$ cat src/rtl/evt_oneshot_debounce.sv
module evt_oneshot_debounce #(
  parameter int CNT_W = 16
) (
  input  logic             clk,
  input  logic             rst_n,
  input  logic             raw_in,
  input  logic [CNT_W-1:0] period,
  input  logic             enable,
  input  logic             irq_clr,
  output logic             irq_flag,
  output logic             busy
);

  logic             sync_a, sync_b, sync_prev;
  logic             running;
  logic [CNT_W-1:0] cnt, period_q;
  logic             rise, start, ovf;

  always_ff @(posedge clk or negedge rst_n) begin
    if (!rst_n) begin
      sync_a    <= 1'b0;
      sync_b    <= 1'b0;
      sync_prev <= 1'b0;
    end else begin
      sync_a    <= raw_in;
      sync_b    <= sync_a;
      sync_prev <= sync_b;
    end
  end

  assign rise  = sync_b & ~sync_prev;
  assign start = rise & enable & ~running;
  assign ovf   = running & enable & (cnt == period_q);

  always_ff @(posedge clk or negedge rst_n) begin
    if (!rst_n) begin
      running  <= 1'b0;
      cnt      <= '0;
      period_q <= '0;
    end else if (!enable) begin
      running <= 1'b0;
      cnt     <= '0;
    end else if (start) begin
      running  <= 1'b1;
      cnt      <= '0;
      period_q <= period;
    end else if (ovf) begin
      running <= 1'b0;
      cnt     <= '0;
    end else if (running) begin
      cnt <= cnt + 1'b1;
    end
  end

  always_ff @(posedge clk or negedge rst_n) begin
    if (!rst_n)       irq_flag <= 1'b0;
    else if (ovf)     irq_flag <= 1'b1;
    else if (irq_clr) irq_flag <= 1'b0;
  end

  assign busy = running;

  p_start_zero_r1: assert property (@(posedge clk) disable iff (!rst_n)
    (rise && enable && !busy) |=> (busy && cnt == '0));

  p_lockout_r2: assert property (@(posedge clk) disable iff (!rst_n)
    (busy && enable && cnt != period_q) |=> (busy && cnt == $past(cnt) + 1'b1));

  p_no_overflow_r2: assert property (@(posedge clk) disable iff (!rst_n)
    busy |-> (cnt <= period_q));

  p_ovf_irq_r3: assert property (@(posedge clk) disable iff (!rst_n)
    (busy && enable && cnt == period_q) |=> (irq_flag && !busy));

  p_sticky_r5: assert property (@(posedge clk) disable iff (!rst_n)
    (irq_flag && !irq_clr) |=> irq_flag);

  p_disable_idle_r6: assert property (@(posedge clk) disable iff (!rst_n)
    !enable |=> !busy);

  p_no_irq_disabled_r6: assert property (@(posedge clk) disable iff (!rst_n)
    (!enable && !irq_flag) |=> !irq_flag);

  p_period_hold_r7: assert property (@(posedge clk) disable iff (!rst_n)
    (busy && $past(busy)) |-> $stable(period_q));

endmodule

$ cat config.mk
export PLATFORM = sky130hd
export DESIGN_NAME = evt_oneshot_debounce
export DESIGN_NICKNAME = d
export VERILOG_FILES = /design/src/rtl/evt_oneshot_debounce.sv
export SDC_FILE = /design/constraint.sdc
export NUM_CORES = 1
export LEC_CHECK = 0
export CORE_MARGIN = 10
export CORE_UTILIZATION = 49
export DETAILED_ROUTE_END_ITERATION = 8
export PLACE_DENSITY = 0.86
export RECOVER_POWER = 100
export SETUP_SLACK_MARGIN = 0.1
export SYNTH_ARGS = -nofsm -noshare
export SYNTH_HDL_FRONTEND = slang
export SYNTH_SLANG_ARGS = --single-unit
$ cat constraint.sdc
create_clock -name clk -period 1.4 [get_ports clk]
set_input_delay 0.42 -clock clk [delete_from_list [all_inputs] [get_ports clk]]
set_output_delay 0.42 -clock clk [all_outputs]
set_load 0.005 [all_outputs]
# --- Word-level counts from Yosys, hierarchy flattened ---
# Cells that the tools add are included.
totals:
  output_inout_bits: 2
  elab_cells: 29
  ff_bits: 37
  inputBits: 21
classes:
  muxes: 9
  n_addsub: 1
  n_bitwise: 7
  eq_ne: 3
  reduce_logical: 2
ops:
  columns: ["operator", "count"]
  rows:
  - ["16-bit 2-to-1 mux", 4]
  - ["16-bit by 1-bit adder with 16-bit output, second input constant", 1]
  - ["16-bit == test", 1]
  - ["1-bit AND", 5]
  - ["1-bit 2-to-1 mux", 5]
  - ["4-bit by 1-bit != test with 1-bit output, second input constant", 1]
  - ["3-bit by 1-bit != test with 1-bit output, second input constant", 1]
  - ["1-bit NOT", 2]
  - ["2-bit AND reduction", 1]
  - ["2-bit nonzero test", 1]

# --- Logic depth before layout (Yosys ltp) ---
# Gate-level depths: netlist of the first run.
depth:
  ltp_word: 6
  ltp_mapped: 7
  depth_no_buf: 6

# --- Worst setup path before layout of the first run ---
# No wires, ideal clock.
synth_path:
  path_type: "register to register"
  start: "reg cnt[3]"
  end: "reg cnt[6]"
  setup_time_ns: 0.119
  required_ns: 1.281
  path_stages_with_launch: 8
  setup_slack_ns: -0.146
  period_less_slack_ns: 1.546
  n_path_buf: 2
  arrival_time_ns: 1.427
  cell_sequence: "dfrtp_1 > buf_6 > xor2_1 > nor4_2 > nand3_2 > o22ai_2 > buf_6 > nor2_1"
synth_via:
  elab_chain_cells: 5
  word_cells_on_any_way: 8
  cone_classes: "1 x add/sub; 2 x eq/ne; 4 x mux; 1 x bitwise"
synth_lines:
  columns: ["item", "line_no", "rtl"]
  rows:
  - ["start: declaration", "16", "logic [CNT_W-1:0] cnt, period_q;"]
  - ["start signal: assignment", "51", "cnt <= cnt + 1'b1;"]
  - ["16-bit by 1-bit adder with 16-bit output or 16-bit == test (tied branches)", "51, 33", null]
  - ["16-bit 2-to-1 mux or 1-bit AND (tied branches)", "50, 33", null]
  - ["16-bit 2-to-1 mux", "47", "end else if (ovf) begin"]
  - ["16-bit 2-to-1 mux", "43", "end else if (start) begin"]
  - ["16-bit 2-to-1 mux", "40", "end else if (!enable) begin"]
# Parallel ways exist; a longest one is shown, timed or not. The select of a mux whose other input is x is not followed.
# A chain may end at the register's enable or synchronous reset.

# --- Worst setup path after layout of the first run ---
layout_path:
  start: "reg period_q[7]"
  end: "reg cnt[3]"
layout_via:
  elab_chain_cells: 5
  word_cells_on_any_way: 6
  cone_classes: "2 x eq/ne; 3 x mux; 1 x bitwise"
layout_lines:
  columns: ["item", "line_no", "rtl"]
  rows:
  - ["start: declaration", "16", null]
  - ["start signal: assignment", "46", "period_q <= period;"]
  - ["16-bit == test *", "33", "assign ovf = running & enable & (cnt == period_q);"]
  - ["1-bit AND *", "33", null]
  - ["16-bit 2-to-1 mux", "47", null]
  - ["16-bit 2-to-1 mux", "43", null]
  - ["16-bit 2-to-1 mux", "40", null]
# Every way passes the cells marked *; elsewhere a longest branch is shown, timed or not.

==> run metrics, run 1 <==
H-tree levels 2; initial antenna violation count 0; CTS Buf Count 5; Final period util 1.18; reg2reg path depth 6; CTS tree yes; CP required 1.64 ns; Final Util 0.760; hold path cells 0; RD Place Congestion 0.942; GR Util All Layers 0.146; Tmin final 1.65 ns; FF+latch count, synth 37; Buffers on Ports 22; status finished with violations; Avg Cell Area, Syn 11.7 sq um; Vias/cell 5.13; register area share after synthesis 0.526; Sink Count 37; drt total wl 4300 microns; io pins 23; post-layout worst setup margin -0.251 ns; Layout Cells excl Fill 265; Synth area leaders dfrtp_1, xor2_1, mux2_2; DR pass1 iterations 5; Area after DPL 2330 sq um; core area 3420 sq um; vias in the first global route 1515; ANT nets after route 0; die width 79.9 microns; Setup violations, final 35; first-pass GRT wire length 7290 microns; Critical Path End Type flop; synth warn 0; worst slack, placed -0.674 ns; # rows 21; Finished Cell Area 2600 sq um; post-synth top area share 0.526; Slew @ Worst Pin 0.922 ns; crit path max fanout 5; Max Freq 0.606 GHz; Crit Path Category flop to flop; Vias 1359; Die ar. 6390 sq um; clk_lat worst skew 0.35 ns; slew margin rel. 0.386; number of DRC violations after detailed-routing iteration 0 101; Ant. Diodes 0; max_cap viols 0; clk slew on worst S/H paths 0.12 ns; Root Buffer clkbuf_4; DP Cell Count 246; worst clock skew 0.0154 ns; max-slew violations 0; setup TNS -4.90 ns; PwrDens 1010 nW/um^2; largest net degree at the start of global routing 38; Leakage 0.00120 uW; Cell Area, Synth 1760 sq um; total grt overflow 0; syn_nets 172; Max Root-Sink Buffers 2; layout cells sized above 1 0.365; Synth area leader dfrtp_1; Detailed Place HPWL 2880 microns; Hold Crit Class flop to flop; Area Growth Syn to Fin 47.5%; DRC 0; Yosys cell types 32; failing checks negative setup slack; critical path arrival 1.89 ns; RSZ-0062 raised after global routing yes; Max VDD drop 0.693 mV; final hold vios 0; WL/cell 16.2 microns; initial core utilization 0.515; CP Launch Type flop; hold_buf cts 0; Die Span Y 79.9 microns; Total Nets Final 240; cells after synthesis 150
cell usage in the layout (no fill, tap or decap), types with 3 or more instances in the layout:
cell / instances
dfrtp_1: 37
buf_4: 30
xor2_1: 26
clkdlybuf4s50_1: 18
mux2_4: 16
nor2_1: 12
nand2_1: 11
buf_6: 9
nand3_1: 7
clkbuf_4: 5
inv_1: 4
nand4_1: 3
path summary, 6_finish.rpt:
check | start | endpoint | slack (ns)
max | period_q[7]$_DFFE_PN0P_ | cnt[3]$_DFFE_PN0P_ | -0.25
min | sync_a$_DFF_PN0_ | sync_b$_DFF_PN0_ | 0.37
max reg2reg | period_q[7]$_DFFE_PN0P_ | cnt[3]$_DFFE_PN0P_ | -0.25
min reg2reg | sync_a$_DFF_PN0_ | sync_b$_DFF_PN0_ | 0.37
max in group asynchronous | rst_n | sync_prev$_DFF_PN0_ | 0.15
min in group asynchronous | rst_n | period_q[3]$_DFFE_PN0P_ | 0.65
report_power, final:
part | switching [uW] | total, uW | internal (uW)
sequential | 95.0 | 1280 | 1190
combinational | 196 | 559 | 363
clock | 364 | 791 | 426
total | 655 | 2630 | 1980
sequential cells by signal, summed over array words and instances (netlist names):
name	flops
busy	1
cnt	16
irq_flag	1
period_q	16
sync_a	1
sync_b	1
sync_prev	1
Yosys cell counts, drive strengths merged:
cell and n:
buf 3, and2 3, and4 2, o2111ai 1
a211oi 2, xor2 26, nor2b 1, xnor2 2
o22ai 2, nand4 3, ha 1, dfrtp 37
nand3 8, inv 4, o311ai 1, and3 1
mux2 16, o21ai 5, nor3 1, o211ai 1
nand2b 2, nand2 11, nor4 3, nor2 13
nor3b 1
what timing repair did:
item                                    CTS  global route
endpoints found under the setup margin   36            36
gates cloned                              1             0
setup buffers                             9             1
gates resized for setup                  27             5
pin swaps                                 8             4
hold endpoints to repair                  0             0
routing by layer:
layer / track usage / up-vias / wire length (microns)
li1: - / 652 / -
met1: 0.174 / 668 / 1890
met2: 0.235 / 33 / 2140
met3: 0.0462 / 6 / 200
met4: 0.0616 / 0 / 74
met5: 0 / - / 0
final cells by class:
class | instances | area [sq um]
well taps | 46 | 57.6
multi-input cells | 106 | 912
flip-flops and latches | 37 | 926
fillers | 235 | 818
clock inverters | 1 | 30.0
clock buffers | 7 | 55.1
inverters | 4 | 15.0
repair buffers | 64 | 602
cells by family (layout without fill, tap and decap cells):
| family | count (synthesis) | count (layout) | synth area share |
|---|---|---|---|
| AOI/OAI and AO/OA | 12 | 12 | 0.0554 |
| xor gates and xnor gates | 28 | 28 | 0.139 |
| adders and majority gates | 1 | 1 | 0.00711 |
| buffers and inverters | 7 | 76 | 0.0242 |
| DFF | 37 | 37 | 0.526 |
| muxes | 16 | 16 | 0.102 |
| and+or+nand+nor | 49 | 49 | 0.146 |
through the flow:
step,hold WS (ns),total power (uW)
after floorplan,0.124,1560
after global placement,0.335,1740
after detailed placement,0.349,1770
after CTS,0.373,2630
after global routing,0.378,2750
final,0.367,2630
worst max-delay path: stages (launching register included):
cell and delay, ns:
dfrtp_1 0.41, xor2_1 0.17, nor4_1 0.32, nand3_1 0.14, buf_6 0.16, o21ai_4 0.22, o211ai_1 0.12
Power figures use the tool's default switching activity.
==> run 2, diff against run 1 <==
--- a/config.mk
+++ b/config.mk
@@ -6,9 +6,12 @@
 export NUM_CORES = 1
 export LEC_CHECK = 0
 export CORE_MARGIN = 10
-export CORE_UTILIZATION = 49
+export CORE_UTILIZATION = 56
+export CTS_CLUSTER_SIZE = 25
 export DETAILED_ROUTE_END_ITERATION = 8
-export PLACE_DENSITY = 0.86
+export DONT_BUFFER_PORTS = 1
+export GPL_ROUTABILITY_DRIVEN = 0
+export PLACE_DENSITY = 0.85
 export RECOVER_POWER = 100
 export SETUP_SLACK_MARGIN = 0.1
 export SYNTH_ARGS = -nofsm -noshare
==> run 2 against run 1 <==
Net effect:
- largest cell class unchanged
- sequential share of layout area grew 4.3 points
- the flow still finishes with violations (negative setup slack)
- maximum frequency shrank 3.5%
- utilization grew 0.48 points
- hold slack lost 0.27 ns
- critical path depth is the same
==> run metrics, run 2 (same netlist as run 1, synthesis figures left out) <==
H-tree levels 2; Final Util 0.765; Total Nets Final 219; worst clock skew 0.00792 ns; die width 76.1 microns; initial core utilization 0.581; max-slew violations 0; HP Start raw_in; Sink Count 37; critical path arrival 1.92 ns; first-pass GRT wire length 6980 microns; # rows 20; status finished with violations; fillers 195; vias in the first global route 1447; CTS tree yes; slowest CP cell dfrtp_1; Die ar. 5790 sq um; crit path max fanout 5; failing checks negative setup slack; ANT nets after route 0; Vias/cell 5.25; Final period util 1.22; clk_lat worst skew 0.34 ns; Tmin final 1.71 ns; Ant. Diodes 0; Setup violations, final 19; core area 3030 sq um; Max Root-Sink Buffers 2; layout cells sized above 1 0.401; commonest cells after routing, fill and taps aside dfrtp_1, buf_4, xor2_1; PwrDens 1030 nW/um^2; number of DRC violations after detailed-routing iteration 0 82; Hold EP sync_a$_DFF_PN0_; reg2reg path depth 6; Leakage 0.00109 uW; GR Util All Layers 0.148; initial antenna violation count 0; commonest non-fill, non-tap cell in the layout dfrtp_1; Largest regs cnt: 16 flops, period_q: 16 flops; Hold Crit Class input port to flop; Slew @ Worst Pin 0.792 ns; largest net degree at the start of global routing 38; Root Buffer clkbuf_4; io pins 23; largest stage delay on the critical path 0.40 ns; final hold vios 0; Worst R2R Setup Slack -0.31 ns; Max VDD drop 0.821 mV; Max Freq 0.585 GHz; WL/cell 16.9 microns; DR pass1 iterations 4; crit-path cells xor2_1 > nor4_2 > nand3_1 > buf_6 > o2111ai_2 > o311ai_2; Buffers on Ports 0; hold path cells 0; CP Launch Type flop; total grt overflow 0; register area 926 sq um; Crit Path Category flop to flop; Critical Path End Type flop; r2r endpoint cnt[2]$_DFFE_PN0P_; worst r2r src period_q[4]$_DFFE_PN0P_; Die Span Y 76.1 microns; area of the multi-input gates 913 sq um; clk slew on worst S/H paths 0.10 ns; Area Growth Syn to Fin 31.6%; CP required 1.61 ns; DRC 0; max_cap viols 0; setup TNS -4.99 ns; CTS Buf Count 5; Detailed Place HPWL 2930 microns; slew margin rel. 0.472; post-layout worst setup margin -0.310 ns; drt total wl 4080 microns; Vias 1265; RSZ-0062 raised after global routing yes
==> run 2: cell count changes in the layout (fill, tap and decap cells not counted), sizes merged <==
cell,change
clkbuf,-1
buf,-1
dlygate4sd2,-1
bufinv,-1
clkdlybuf4s50,-18
==> run 2: what timing repair did <==
action                     CTS  global route
hold buffers                 2             0
gates resized for setup     13             4
pin swaps                    7             4
setup endpoints to repair   29            35
hold endpoints to repair    37             0
setup buffers                3             4
==> run 2: metrics by stage <==
step           cell area, sq um  power, uW  hold slack (ns)  setup slack [ns]  instances
3_3_place_gp               2130       1690            0.126            -0.226        225
2_1_floorplan              1830       1560            0.124           -0.0905        150
5_1_grt                    2320       2510           0.0696            -0.403        241
6_report                   2320       2390           0.0956            -0.310        241
3_5_place_dp               2130       1710            0.126            -0.294        225
4_1_cts                    2300       2360           0.0884            -0.210        237
==> run 2: worst max-delay path, delay by kind of cell, from the launching register on <==
| family | cells | cell delay [ns] |
|---|---|---|
| xor gates and xnor gates | 1 | 0.17 |
| buffers and inverters | 1 | 0.17 |
| and+or+nand+nor | 2 | 0.51 |
| AOI/OAI and AO/OA | 2 | 0.35 |
| DFF | 1 | 0.40 |
==> run 2: power by group <==
part	internal (uW)	total, uW	switching [uW]
Clock	237	567	331
Combinational	345	540	195
Sequential	1190	1280	93.8
Total	1770	2390	619
==> run 2: per-layer routing <==
layer	wire length [microns]	GRT usage
met1	1640	0.160
met2	2140	0.259
met3	203	0.0425
met4	102	0.0669
met5	0	0
==> run 2: layout make-up <==
type	instances	share of cell area
well taps	44	0.0238
repair buffers	43	0.152
clock buffers	7	0.0238
flip-flops and latches	37	0.400
inverters	4	0.00648
multi-input cells	106	0.394
==> run 2: how the worst max path moves through the flow <==
stage                             startpoint                  end
finish               period_q[4]$_DFFE_PN0P_   cnt[2]$_DFFE_PN0P_
global route         period_q[4]$_DFFE_PN0P_  cnt[13]$_DFFE_PN0P_
CTS                  period_q[3]$_DFFE_PN0P_   cnt[2]$_DFFE_PN0P_
detailed placement  period_q[13]$_DFFE_PN0P_   cnt[2]$_DFFE_PN0P_
global placement    period_q[12]$_DFFE_PN0P_   cnt[2]$_DFFE_PN0P_
floorplan                 cnt[4]$_DFFE_PN0P_   cnt[6]$_DFFE_PN0P_
